<file path="src/rtl/trk_err_bit_pkg.sv">
// Package: shared resolution encoding for the tracking error monitor.
// Assumes the four resolution codes step by two bits each.
package trk_err_bit_pkg;
    localparam int RES_CODES = 4;
    localparam int RES_W     = 2;

    typedef enum logic [RES_W-1:0] {
        RES_10 = 2'd0,
        RES_12 = 2'd1,
        RES_14 = 2'd2,
        RES_16 = 2'd3
    } res_code_e;
endpackage

</file>
<file path="src/rtl/err_mag_abs.sv">
// Module: absolute value of a two's-complement error word.
// Assumes ERR_W >= 2. The most negative code saturates to the all-ones magnitude.
module err_mag_abs #(
    parameter int ERR_W = 16
) (
    input  logic signed [ERR_W-1:0] err_in,
    output logic        [ERR_W-2:0] mag_out
);
    localparam logic [ERR_W-1:0] MOST_NEG = {1'b1, {(ERR_W-1){1'b0}}};

    logic [ERR_W-1:0] neg_val;

    // Negate the raw word for the negative branch.
    always_comb neg_val = -err_in;

    // Pick the sign branch, saturating the single unrepresentable case.
    always_comb begin
        if (!err_in[ERR_W-1]) begin
            mag_out = err_in[ERR_W-2:0];
        end else if (err_in == MOST_NEG) begin
            mag_out = {(ERR_W-1){1'b1}};
        end else begin
            mag_out = neg_val[ERR_W-2:0];
        end
    end
endmodule

</file>
<file path="src/rtl/err_thresh_cmp.sv">
// Module: compares an error magnitude against a threshold scaled by resolution.
// Assumes a coarser resolution means each of its LSBs spans 4x the finer one.
// A threshold that does not fit the magnitude width saturates, so it never trips.
module err_thresh_cmp
    import trk_err_bit_pkg::*;
#(
    parameter int ERR_W   = 16,
    parameter int THR_LSB = 100
) (
    input  logic [ERR_W-2:0] mag_in,
    input  logic [RES_W-1:0] res_sel,
    output logic             big_out
);
    localparam int MAG_W = ERR_W - 1;

    logic [MAG_W:0] thr_tab [RES_CODES];

    // One threshold per resolution code, shifted by two bits per step.
    for (genvar g = 0; g < RES_CODES; g++) begin : g_thr
        localparam longint SCALED = longint'(THR_LSB) << (2 * (RES_CODES - 1 - g));
        localparam longint LIMIT  = longint'(1) << MAG_W;
        localparam longint CAPPED = (SCALED > LIMIT) ? LIMIT : SCALED;
        assign thr_tab[g] = CAPPED[MAG_W:0];
    end

    // Large when the magnitude reaches the selected threshold.
    always_comb big_out = ({1'b0, mag_in} >= thr_tab[res_sel]);
endmodule

</file>
<file path="src/rtl/persist_window.sv">
// Module: counts consecutive large-error edges and saturates at the window length.
// Assumes WIN >= 1. hit_out marks the edge that completes the window.
module persist_window #(
    parameter int WIN   = 8,
    parameter int CNT_W = $clog2(WIN + 1)
) (
    input  logic             clk,
    input  logic             rst_n,
    input  logic             big_in,
    output logic [CNT_W-1:0] cnt_q,
    output logic             hit_out
);
    localparam logic [CNT_W-1:0] LAST = CNT_W'(WIN - 1);
    localparam logic [CNT_W-1:0] TOP  = CNT_W'(WIN);

    // The window is complete when this edge brings the run to WIN.
    always_comb hit_out = big_in && (cnt_q >= LAST);

    // Run counter: cleared by a small sample, held at TOP once reached.
    always_ff @(posedge clk) begin
        if (!rst_n) begin
            cnt_q <= '0;
        end else if (!big_in) begin
            cnt_q <= '0;
        end else if (cnt_q != TOP) begin
            cnt_q <= cnt_q + 1'b1;
        end
    end
endmodule

</file>
<file path="src/rtl/trk_err_bit_mon.sv">
// Module: tracking error built-in-test monitor (top).
// Raises fault_n low after a persistent large error or at once on loss of signal.
// Assumes err_in and los_in are synchronous to clk.
module trk_err_bit_mon
    import trk_err_bit_pkg::*;
#(
    parameter int ERR_W   = 16,
    parameter int THR_LSB = 100,
    parameter int CLK_HZ  = 100_000_000,
    parameter int FILT_US = 500
) (
    input  logic                    clk,
    input  logic                    rst_n,
    input  logic signed [ERR_W-1:0] err_in,
    input  logic                    los_in,
    input  logic [RES_W-1:0]        res_sel,
    output logic                    fault_n
);
    localparam longint FILT_PROD = longint'(CLK_HZ) * longint'(FILT_US);
    localparam longint FILT_RAW  = FILT_PROD / 64'd1_000_000;
    localparam int     FILT_CYC  = (FILT_RAW < 1) ? 1 : int'(FILT_RAW);
    localparam int     CNT_W     = $clog2(FILT_CYC + 1);

    logic [ERR_W-2:0] mag_w;
    logic             big_w;
    logic [CNT_W-1:0] cnt_w;
    logic             hit_w;

    err_mag_abs #(.ERR_W(ERR_W)) u_abs (
        .err_in  (err_in),
        .mag_out (mag_w)
    );

    err_thresh_cmp #(.ERR_W(ERR_W), .THR_LSB(THR_LSB)) u_cmp (
        .mag_in  (mag_w),
        .res_sel (res_sel),
        .big_out (big_w)
    );

    persist_window #(.WIN(FILT_CYC), .CNT_W(CNT_W)) u_win (
        .clk     (clk),
        .rst_n   (rst_n),
        .big_in  (big_w),
        .cnt_q   (cnt_w),
        .hit_out (hit_w)
    );

    // Flag register: loss of signal or a completed window drive it low.
    always_ff @(posedge clk) begin
        if (!rst_n) begin
            fault_n <= 1'b1;
        end else begin
            fault_n <= !(los_in || hit_w);
        end
    end
endmodule

</file>
<file path="config.mk">
export PLATFORM = sky130hd
export DESIGN_NAME = trk_err_bit_mon
export DESIGN_NICKNAME = d
export VERILOG_FILES = /design/src/rtl/trk_err_bit_pkg.sv /design/src/rtl/err_mag_abs.sv /design/src/rtl/err_thresh_cmp.sv /design/src/rtl/persist_window.sv /design/src/rtl/trk_err_bit_mon.sv
export SDC_FILE = /design/constraint.sdc
export NUM_CORES = 1
export LEC_CHECK = 0
export BUFFER_PORTS_ARGS = -buffer_cell sky130_fd_sc_hd__buf_2
export CORE_MARGIN = 5
export CORE_UTILIZATION = 45
export DETAILED_ROUTE_END_ITERATION = 8
export HOLD_SLACK_MARGIN = 0.08
export MAX_ROUTING_LAYER = met4
export PLACE_DENSITY = 0.73
export SYNTH_ARGS = -nofsm -noshare
export SYNTH_HDL_FRONTEND = slang
export SYNTH_HIERARCHICAL = 1
export SYNTH_SLANG_ARGS = --single-unit
</file>
<file path="constraint.sdc">
create_clock -name clk -period 4.65 [get_ports clk]
set_input_delay 0 -clock clk [delete_from_list [all_inputs] [get_ports clk]]
set_output_delay 0 -clock clk [all_outputs]
set_load 0.1 [all_outputs]
</file>
# Word level (Yosys, flattened, before mapping)
# Cells that the tools add are included.
# classes
add_sub_neg,2
magnitude_cmp,3
eq_ne,2
muxes,5
bitwise,1
n_reduce_logical,4
# ops
cell,n
binary-select mux 16 bit (select 2 bit),1
2-to-1 mux 16 bit,2
2-to-1 mux 15 bit,2
"adder 16 x 1 -> 16 bit, second input constant",1
"equality test 16 bit, second input constant",1
>= comparator 15 x 16 -> 1 bit,1
">= comparator 16 bit, second input constant",1
"inequality test 16 bit, second input constant",1
negator 15 bit,1
">= comparator 3 bit, second input constant",1
inverter 2 -> 3 bit,1
AND reduction 2 bit,1
logical AND 1 bit,1
zero test 1 bit,1
logical OR 1 bit,1
# word_totals
register_bits,17
inputBits,21
output_inout_bits,1

# Logic depth before layout (Yosys ltp)
# Gate-level depths: netlist (run 1).
# logic_depth
depth_word,8
ltp_mapped,17
depth_no_buf,16

# By module
# Netlist (run 1), hierarchy kept.
# by_module_without_submodules
mod,instances,cells_per_inst,area_per_inst_um2,seq_area_each_um2
persist_window,1,97,837.1,320.3
err_mag_abs,1,60,399.1,0.0
err_thresh_cmp,1,33,262.8,0.0
trk_err_bit_mon,1,2,25.0,20.0

# Least setup slack after synthesis (run 1)
# No wires, ideal clock.
# synth_path
path_type,input to register
from,input port err_in[0]
to,register u_win.cnt_q[2]
setup_time_ns,0.136
t_arrival_ns,2.683
required_ns,4.514
path_slack_ns,1.831
cell_stages,14
path_cell_list,or4_1 -> o21ai_0 -> xor2_1 -> nand2_1 -> ha_1 -> or4b_4 -> a21oi_2 -> nor3_1 -> o31ai_2 -> nand3_1 -> and2_1 -> clkbuf_1 -> nand3b_1 -> o22ai_1
# synth_between
elab_chain_cells,5
# synth_lines
item,line_no,rtl
from (decl),trk_err_bit_mon.sv:14,"input logic signed [ERR_W-1:0] err_in,"
negator 15 bit / equality test 16 bit (equally long branches),"err_mag_abs.sv:14, err_mag_abs.sv:20",
2-to-1 mux 15 bit (*),err_mag_abs.sv:20,end else if (err_in == MOST_NEG) begin
2-to-1 mux 15 bit (*),err_mag_abs.sv:18,if (!err_in[ERR_W-1]) begin
net mag_w[5],trk_err_bit_mon.sv:24,logic [ERR_W-2:0] mag_w;
>= comparator 15 x 16 -> 1 bit (*),err_thresh_cmp.sv:27,"always_comb big_out = ({1'b0, mag_in} >= thr_tab[res_sel]);"
net big_w,trk_err_bit_mon.sv:25,logic big_w;
AND reduction 2 bit (no source line) (*),-,
to (signal assigned),persist_window.sv:26,cnt_q <= cnt_q + 1'b1;
to (decl),persist_window.sv:10,"output logic [CNT_W-1:0] cnt_q,"
# Mark *: on every way through the listed nets, which the timed path passes. The rest lies on a longest branch.
# A chain may end at the register's enable or synchronous reset.

# Worst setup path after layout (run 1)
# layout_path
from,input port err_in[1]
to,register fault_n
# layout_between
elab_chain_cells,7
# layout_lines
item,line_no,rtl
negator 15 bit / equality test 16 bit (equally long branches),"err_mag_abs.sv:14, err_mag_abs.sv:20",
2-to-1 mux 15 bit (*),err_mag_abs.sv:20,
2-to-1 mux 15 bit (*),err_mag_abs.sv:18,
net mag_w[2],trk_err_bit_mon.sv:24,
>= comparator 15 x 16 -> 1 bit (*),err_thresh_cmp.sv:27,
net big_w,trk_err_bit_mon.sv:25,
logical AND 1 bit (*),persist_window.sv:17,always_comb hit_out = big_in && (cnt_q >= LAST);
net hit_w,trk_err_bit_mon.sv:27,logic hit_w;
logical OR 1 bit (*),trk_err_bit_mon.sv:53,fault_n <= !(los_in || hit_w);
zero test 1 bit (*),trk_err_bit_mon.sv:53,
to (signal assigned),trk_err_bit_mon.sv:53,
to (decl),trk_err_bit_mon.sv:17,output logic fault_n
# Marks and branches as above.

==> key figures, run 1 <==
Timing
  • Slew margin rel.: 0.680
  • Endpoints failing setup: 0
  • Period minus WS final: 3.14 ns
  • Clk_skew: 0.00111 ns
  • Final WS setup: 1.51 ns
  • Slew @ Worst Pin: 0.484 ns
  • Final Hold Violating Endpoints: 0
  • Fin. max-slew vios: 0
  • Setup repair after global routing missed its margin: no
  • Fmax: 318 MHz
  • Setup TNS: 0 ns
  • Tcrit/Tclk final: 0.676

Synth
  • Post-Syn Instances: 192
  • Cell taking the most area after synthesis: dfxtp_1
  • Synth top area cells: dfxtp_1 22%, ha_1 11%, nand2_1 7.4%, xor2_1 6.9%, o31ai_1 4.4%
  • Synthesized cell area: 1520 um^2
  • Post-Syn Nets: 226
  • Synth Warn #: 6
  • Sequential share of the synthesized area: 0.223
  • Syn Area/Cell: 7.94 um^2
  • #FFs+latches synth: 17
  • Synth unique cells: 43
  • Synth top area share: 0.223

GRT
  • Initial antenna violation count: 0
  • GR Util All Layers: 0.142
  • Global-route wire length before repair: 5.15 mm
  • Maximum number of pins on one net before global-route repair: 18
  • Number of global-route vias before repair: 1221
  • Grt total ovfl: 0

Die
  • Die area: 4650 um^2
  • Row cnt: 21
  • Ports: 22
  • Die width: 68.2 um
  • Core area: 3310 um^2
  • Starting density of the core: 0.460
  • Die Y: 68.2 um

Placed design
  • Post-detail-place hpwl: 2.41 mm
  • Pre-CTS WS: 1.49 ns
  • # port buffers: 21
  • GPL Wtd Cong: 0.780

Cells and area
  • Register Area: 340 um^2
  • Share of cells above drive strength 1: 0.174
  • Nets: 248
  • Fillers: 332
  • ANT cells: 0
  • Synthesis-to-finish area growth: 11.7%
  • Footprint of the multi-input gates: 1110 um^2

Route
  • Post-DRT Antenna Nets: 0
  • WL final: 3.07 mm
  • DR WL/cell: 11.9 um
  • DR pass1 iterations: 4
  • DR DRC count: 0
  • Vias after detailed routing: 1433
  • Vias per cell: 5.53
  • DRT iter0 DRCs: 130

CTS
  • Root Driver: clkbuf_4
  • Hold Buf Count CTS: 2
  • CTS tree: yes
  • H-tree levels: 1
  • Longest Clk Path Bufs: 2
  • Clock-pin slew on the worst setup and hold paths: 0.10 ns
  • Num CTS Buffers: 3
  • Setup bufs post-CTS: 0
  • Clock latency on the worst-skew pair: 0.29 ns
  • Cts repair resizes: 0
  • Sink Count: 17

Critical path
  • Register-to-register setup slack: 2.56 ns
  • R2R depth: 6
  • Required time of the critical path: 4.84 ns
  • FF-to-FF End: fault_n
  • Worst Path Max Fanout: 13
  • Setup crit start kind: input port
  • Crit path from: err_in[1]
  • Crit. End Element: flip-flop
  • Worst reg2reg path startpoint: u_win/cnt_q[0]
  • Critical path arrival: 3.33 ns
  • Critical path class: in -> reg

Run status
  • Status: complete, no violations

Power
  • Peak supply drop: 0.0659 mV
  • Power Dens Cells: 188 nW/um^2
  • Static Leakage: 0.659 nW

Worst hold path
  • Hold_sp: rst_n
  • Hold Path End: u_win/cnt_q[11]
  • Worst Hold Depth: 3
  • Worst Hold Class: in -> reg

Run
  • Reported max-cap violation count: 0
==> synth_stat cells, drive strengths merged <==
master    n
or3b      1
nand3b    2
nand4     4
or4       6
a21oi    11
o21ai     9
o41ai     2
nor2      7
or4b      1
buf       2
a211oi    1
o21a      1
nor4      6
or2       2
o211ai    3
dfxtp    17
nor2b     1
nor3      3
mux2i     6
o22ai     1
xor2     12
nand2    30
o31ai    10
clkbuf    4
ha       13
xnor2     1
nand4b    2
or3       6
inv      10
nand2b    7
nand4bb   1
and2      1
a2111oi   1
nand3     7
a311o     1
==> critical path, cell delays in order <==
cell           delay [ns]
buf_2                0.11
inv_1                0.07
ha_1                 0.14
or3b_2               0.55
nor4_4               0.25
nand4b_2             0.34
nand2_1              0.14
inv_1                0.05
ha_1                 0.17
or4b_4               0.20
a21oi_2              0.03
nor3_1               0.20
o31ai_2              0.08
nand3_1              0.11
nand3_1              0.09
nor3_1               0.16
o21ai_1              0.09
dlygate4sd3_1        0.55
==> report_power, final <==
part | switching, W | total (W) | internal (W)
clock | 0.0000475 | 0.0000794 | 0.0000320
combinational | 0.0000500 | 0.0000872 | 0.0000372
sequential | 0.00000395 | 0.000153 | 0.000149
==> cell families after synthesis <==
group | count (synthesis) | synth area share
muxes | 6 | 0.0394
and+or+nand+nor | 87 | 0.337
adders and majority gates | 13 | 0.107
DFF | 17 | 0.223
xor gates and xnor gates | 13 | 0.0747
AOI/OAI and AO/OA | 40 | 0.173
buffers and inverters | 16 | 0.0452
==> cell usage in the layout (no fill, tap or decap), types with 2 or more instances in the layout <==
cell type       n
o211ai_1        3
xor2_1         12
nor3_1          3
dfxtp_1        17
clkbuf_4        3
o21ai_0         8
nand4_1         4
nor2_1          7
o31ai_1         9
buf_2          21
nand3b_1        2
o41ai_1         2
dlygate4sd3_1   2
inv_1          10
or3_1           5
or4_4           2
nand3_1         7
a21oi_1        10
nor4_4          2
or4_1           4
or2_2           2
nand2b_1        7
nand2_1        30
ha_1           13
mux2i_1         6
nor4_1          4
==> stage by stage <==
stage / instance area [um^2] / total power [W] / utilization / cells / hold WS, ns
floorplan: 1520 / 0.000217 / - / 192 / 0.0800
global placement: 1660 / 0.000241 / 0.500 / 253 / 0.179
detailed placement: 1660 / 0.000242 / 0.500 / 253 / 0.188
CTS: 1700 / 0.000325 / 0.514 / 259 / 0.211
global route: 1700 / 0.000345 / 0.514 / 259 / 0.205
finish: 1700 / 0.000320 / 0.514 / 259 / 0.201
==> flip-flops by register name (all words and copies together) (netlist names) <==
| register | cells |
|---|---|
| fault_n | 1 |
| u_win/cnt_q | 16 |
==> worst max-delay path by stage <==
stage,endpoint
final,fault_n
after global routing,fault_n
after CTS,fault_n
after detailed placement,u_win/cnt_q[0]
after global placement,u_win/cnt_q[2]
after floorplan,u_win/cnt_q[2]
==> per-layer routing <==
layer	vias up	track usage	share of wire
met4	0	0.0447	0.0065
li1	749	-	-
met2	25	0.220	0.46
met5	-	-	0
met1	657	0.195	0.51
met3	2	0.00985	0.027
==> layout make-up <==
cell class / instances / area share
flip-flops and latches: 17 / 0.200
well taps: 46 / 0.0338
multi-input cells: 159 / 0.655
clock buffers: 3 / 0.0132
clock inverters: 1 / 0.00294
repair buffers: 23 / 0.0735
inverters: 10 / 0.0220
Power figures use the tool's default switching activity.
==> run 2, diff against run 1 <==
- clock period: 4.65 -> 3.24 ns (I/O delays scaled with it)
==> run 2 against run 1 <==
  * Combinational power grew 57%
  * Critical path depth shrank 2
  * Count of clock-buffer cells in the layout grew 1
  * Final cell count grew 3.5%
  * Setup slack lost 1.3 ns
  * Critical path type unchanged
  * Largest power group unchanged
==> key figures, run 2 (synthesized netlist as in run 1, its figures left out) <==
Placed design
  • DP Cell Count: 256 (+1.2%)
  • # port buffers: 21 (unchanged)
  • Post-DP Area: 1680 um^2 (+1.4%)
  • Post-detail-place hpwl: 2.44 mm (+1.4%)
  • GPL Wtd Cong: 0.765 (-2.0%)

Route
  • DR WL/cell: 11.8 um (-0.15%)
  • DR DRC count: 0 (unchanged)
  • DRT iter0 DRCs: 81 (-38%)
  • WL final: 3.17 mm (+3.3%)
  • DR pass1 iterations: 4 (unchanged)
  • Vias after detailed routing: 1482 (+3.4%)
  • Post-DRT Antenna Nets: 0 (unchanged)
  • Vias per cell: 5.53 (about the same)

Power
  • Static Leakage: 0.732 nW (+11%)
  • Pwr Total: 0.000467 W (+46%)
  • Peak supply drop: 0.136 mV (+110%)
  • Power Dens Cells: 259 nW/um^2 (+38%)

Die
  • Starting density of the core: 0.460 (unchanged)
  • Die area: 4650 um^2 (unchanged)
  • Die Y: 68.2 um (unchanged)
  • Ports: 22 (unchanged)
  • Die width: 68.2 um (unchanged)
  • Row cnt: 21 (unchanged)
  • Core area: 3310 um^2 (unchanged)

Cells and area
  • ANT cells: 0 (unchanged)
  • Share of cells above drive strength 1: 0.216 (+0.0425)
  • Commonest non-fill, non-tap cell in the layout: nand2_1
  • Nets: 257 (+3.6%)
  • Finished Layout Cells: 268 (+3.5%)
  • Largest Register: u_win/cnt_q
  • Utilization after layout: 0.545 (+0.0302)
  • Largest register FFs: 16 (unchanged)
  • Commonest non-fill, non-tap cells in the layout: 30 x nand2_1, 21 x buf_2, 17 x dfxtp_1, 13 x ha_1, 12 x xor2_1
  • Final instance area: 1800 um^2 (+5.9%)
  • Synthesis-to-finish area growth: 18.3%
  • Largest registers: u_win/cnt_q x16, fault_n x1
  • Fillers: 334 (+0.60%)

GRT
  • Global-route wire length before repair: 5.44 mm (+5.5%)
  • Initial antenna violation count: 0 (unchanged)
  • Grt total ovfl: 0 (unchanged)
  • Maximum number of pins on one net before global-route repair: 18 (unchanged)
  • Number of global-route vias before repair: 1285 (+5.2%)
  • GR Util All Layers: 0.150 (+0.00851)

CTS
  • Root Driver: clkbuf_4
  • Sink Count: 17 (unchanged)
  • H-tree levels: 1 (unchanged)
  • Longest Clk Path Bufs: 2 (unchanged)
  • Clock latency on the worst-skew pair: 0.29 ns (about the same)
  • Clock-pin slew on the worst setup and hold paths: 0.09 ns (about the same)
  • CTS tree: yes
  • Num CTS Buffers: 3 (unchanged)

Timing
  • Period minus WS final: 3.01 ns
  • Tcrit/Tclk final: 0.928
  • Setup TNS: 0 ns (unchanged)
  • Endpoints failing setup: 0 (unchanged)
  • Slew @ Worst Pin: 0.486 ns (+0.00222 ns)
  • Final Hold Violating Endpoints: 0 (unchanged)
  • Slew margin rel.: 0.678 (-0.00147)
  • Clk_skew: 0.000693 ns (-0.000417 ns)
  • Fmax: 333 MHz
  • Setup repair after global routing missed its margin: no
  • Fin. max-slew vios: 0 (unchanged)

Critical path
  • Setup crit start kind: input port
  • Required time of the critical path: 3.48 ns (-1.36 ns)
  • Critical path arrival: 3.24 ns (-0.09 ns)
  • Crit. End Element: flip-flop
  • Worst Path Max Fanout: 5 (-8)
  • Critical path class: in -> reg

Run status
  • Status: complete, no violations

Worst hold path
  • Worst Hold Class: in -> reg

Run
  • Reported max-cap violation count: 0 (unchanged)
run 2: changes by cell type in the layout (fill, tap and decap cells not counted), sizes merged:
cell,change
buf,+8
clkbuf,+1
clkinv,-1
nand4b,+1
run 2: final timing paths:
check / to / startpoint / slack [ns] / depth (start not counted)
setup reg to reg: fault_n / u_win/cnt_q[0] / 1.16 / 6
hold / removal: u_win/cnt_q[9] / rst_n / 0.11 / 4
hold reg to reg: u_win/cnt_q[15] / u_win/cnt_q[15] / 0.50 / 2
setup / recovery: fault_n / err_in[0] / 0.23 / 16
run 2: worst max-delay path, cell delays in order:
cell,delay [ns]
buf_2,0.11
inv_1,0.07
ha_1,0.16
or3b_4,0.43
nor4_4,0.27
buf_4,0.18
o21a_1,0.12
o31ai_1,0.07
ha_1,0.35
a2111oi_2,0.36
buf_4,0.16
nand3_1,0.10
nand3_1,0.12
nor3_1,0.06
o21ai_1,0.13
dlygate4sd3_1,0.54
run 2: per-stage QoR:
step | worst slack (ns) | hold slack [ns]
floorplan | 0.421 | 0.0800
global placement | 0.202 | 0.176
detailed placement | 0.0828 | 0.175
CTS | 0.0677 | 0.101
global route | 0.0248 | 0.114
finish | 0.234 | 0.107
run 2: routing by layer:
layer | routed length (um) | GRT usage | vias to the layer above
met5 | 0 | - | -
met4 | 0 | 0.0149 | 0
met3 | 116 | 0.0296 | 0
met2 | 1440 | 0.232 | 23
met1 | 1620 | 0.209 | 686
li1 | - | - | 773
run 2: final cells by class:
cell class,count,area (um^2),area share
multi-input combinational,160,1160,0.641
clock buffer,4,26.3,0.0146
tap,46,57.6,0.0319
inverter,10,37.5,0.0208
sequential,17,340,0.189
timing repair buffer,31,185,0.103
run 2: where the power goes:
group          switching, W  internal, W  total, W  leakage (nW)
Clock             0.0000627    0.0000479  0.000111        0.0150
Combinational     0.0000772    0.0000602  0.000137         0.580
Sequential       0.00000528     0.000214  0.000219         0.138
run 2: what timing repair did:
action	4_1_cts	5_1_grt
buffers inserted	0	5
hold buffers	2	0
setup endpoints to repair	0	1
gates resized for setup	0	7
endpoints found under the hold margin	1	0
==> run 3, diff against run 2 <==
- CORE_MARGIN: 5 -> not set
- REMOVE_ABC_BUFFERS: not set -> 1
==> run 3 against run 2 <==
  * Count of clock-buffer cells in the layout unchanged
  * Highest routed layer unchanged
  * Wire length down 3.3%
  * Cell area down 2.6%
  * Worst hold slack worse by 0.012 ns
  * Final cell count down 1.9%
  * First-iteration DRC count down 14%
  * Combinational power down 4%
  * Sequential share of layout area up 0.50 points
  * Via count down 3.7%
  * Die area down 22%
  * Register-to-register slack better by 0.04 ns
==> key figures, run 3 (synthesized netlist as in run 1, its figures left out) <==
Run status
  • Status: complete, no violations

Power
  • Static Leakage: 0.700 nW (-4.4%)
  • Pwr Total: 0.000464 W (-0.68%)
  • Peak supply drop: 0.127 mV (-7.2%)
  • Power Dens Cells: 264 nW/um^2 (+1.9%)

Timing
  • Hold slack: 0.0944 ns (-0.0122 ns)
  • Slew @ Worst Pin: 0.486 ns (-0.000527 ns)
  • Final WS setup: 0.189 ns (-0.0451 ns)
  • Setup TNS: 0 ns (unchanged)
  • Fin. max-slew vios: 0 (unchanged)
  • Slew margin rel.: 0.678 (about the same)
  • Endpoints failing setup: 0 (unchanged)
  • Fmax: 328 MHz (-1.5%)
  • Tcrit/Tclk final: 0.942 (+0.0139)
  • Period minus WS final: 3.05 ns (+0.0451 ns)
  • Clk_skew: 0.00286 ns (+0.00217 ns)
  • Final Hold Violating Endpoints: 0 (unchanged)

Route
  • Top Layer Used: met3
  • WL final: 3.07 mm (-3.3%)
  • Met1 WL: 1.60 mm (-0.99%)
  • DR pass1 iterations: 4 (unchanged)
  • Post-DRT Antenna Nets: 0 (unchanged)
  • Routed wl met2: 1.42 mm (-1.7%)
  • Met3 wire len: 52 um (-55%)
  • DRT iter0 DRCs: 70 (-14%)
  • Vias per cell: 5.43 (-1.9%)
  • DR DRC count: 0 (unchanged)
  • DR WL/cell: 11.7 um (-1.5%)
  • Vias after detailed routing: 1427 (-3.7%)

Die
  • Core area: 3130 um^2 (-5.5%)
  • Die area: 3620 um^2 (-22%)
  • Ports: 22 (unchanged)
  • Row cnt: 20 (-4.8%)
  • Die width: 60.2 um (-12%)
  • Die Y: 60.2 um (-12%)
  • Starting density of the core: 0.487 (+0.0269)

Run
  • Reported max-cap violation count: 0 (unchanged)

Worst hold path
  • Worst Hold Class: in -> reg
  • Hold_sp: rst_n
  • Worst Hold Depth: 3 (-1)
  • Hold Path End: u_win/cnt_q[2]

Critical path
  • Setup crit start kind: input port
  • Worst Path Max Fanout: 5 (unchanged)
  • Crit. End Element: flip-flop
  • R2R depth: 6 (unchanged)
  • Worst reg2reg path startpoint: u_win/cnt_q[0]
  • Required time of the critical path: 3.48 ns (about the same)
  • Register-to-register setup slack: 1.20 ns (+0.04 ns)
  • Crit path from: err_in[0]
  • FF-to-FF End: fault_n
  • Critical path arrival: 3.29 ns (+0.05 ns)
  • Critical path class: in -> reg

Cells and area
  • Largest registers: u_win/cnt_q x16, fault_n x1
  • Fillers: 301 (-9.9%)
  • Nets: 254 (-1.2%)
  • Share of cells above drive strength 1: 0.192 (-0.0244)
  • Commonest non-fill, non-tap cell in the layout: nand2_1
  • Footprint of the multi-input gates: 1130 um^2 (-2.5%)
  • Synthesis-to-finish area growth: 15.3%
  • Largest Register: u_win/cnt_q
  • Register Area: 340 um^2 (unchanged)
  • Largest register FFs: 16 (unchanged)
  • Commonest non-fill, non-tap cells in the layout: 30 x nand2_1, 21 x buf_2, 17 x dfxtp_1, 13 x ha_1, 12 x xor2_1
  • ANT cells: 0 (unchanged)
  • Final instance area: 1760 um^2 (-2.6%)

GRT
  • Grt total ovfl: 0 (unchanged)
  • GR Util All Layers: 0.194 (+0.0436)
  • Maximum number of pins on one net before global-route repair: 18 (unchanged)
  • Number of global-route vias before repair: 1257 (-2.2%)
  • Initial antenna violation count: 0 (unchanged)
  • Global-route wire length before repair: 5.33 mm (-1.9%)

Placed design
  • Post-DP Area: 1680 um^2 (+0.30%)
  • GPL Wtd Cong: 0.817 (+6.9%)
  • Post-detail-place hpwl: 2.42 mm (-0.91%)
  • # port buffers: 21 (unchanged)
  • Pre-CTS WS: 0.134 ns (+0.0512 ns)

CTS
  • Root Driver: clkbuf_4
  • Sink Count: 17 (unchanged)
  • CTS tree: yes
  • Num CTS Buffers: 3 (unchanged)
  • Longest Clk Path Bufs: 2 (unchanged)
  • Clock-pin slew on the worst setup and hold paths: 0.10 ns (about the same)
  • Clock latency on the worst-skew pair: 0.29 ns (about the same)
  • H-tree levels: 1 (unchanged)
-- run 3: per-layer routing --
layer	GRT usage	vias up
li1	-	761
met1	0.276	651
met2	0.294	15
met3	0.0325	0
met4	0.0199	0
met5	-	-
-- run 3: where the power goes --
part / switching (W) / internal, W
registers: 0.00000531 / 0.000214
logic: 0.0000742 / 0.0000582
clock network: 0.0000646 / 0.0000479
-- run 3: per-stage QoR --
step	utilization	instances
2_1_floorplan	-	186
3_3_place_gp	0.538	255
3_5_place_dp	0.538	255
5_1_grt	0.562	263
6_report	0.562	263
4_1_cts	0.553	261
-- run 3: repair_timing --
| action | CTS | global route |
|---|---|---|
| buffers inserted | 0 | 2 |
| endpoints found under the hold margin | 1 | 0 |
| setup endpoints to repair | 0 | 1 |
| hold buffers | 2 | 0 |
| resized for setup | 0 | 3 |
-- run 3: worst max-delay path, cell delays in order --
cell	delay, ns
buf_2	0.11
or4_1	0.63
o21ai_0	0.23
xor2_1	0.16
nand2_1	0.08
ha_1	0.22
or4b_4	0.51
a21oi_2	0.11
nor3_1	0.06
o31ai_2	0.18
nand3_1	0.14
nand3_1	0.12
nor3_1	0.06
o21ai_1	0.13
dlygate4sd3_1	0.55
-- run 3: layout make-up --
cell class              count  area share
multi-input cells         159       0.642
flip-flops and latches     17       0.194
repair buffers             29      0.0969
well taps                  44      0.0313
inverters                  10      0.0214
clock buffers               4      0.0150
-- run 3: worst max path at each step --
stage | end | cells after the start
after floorplan | u_win/cnt_q[2] | 13
after global placement | u_win/cnt_q[2] | 14
after detailed placement | u_win/cnt_q[0] | 17
after CTS | fault_n | 18
after global routing | fault_n | 18
final | fault_n | 15
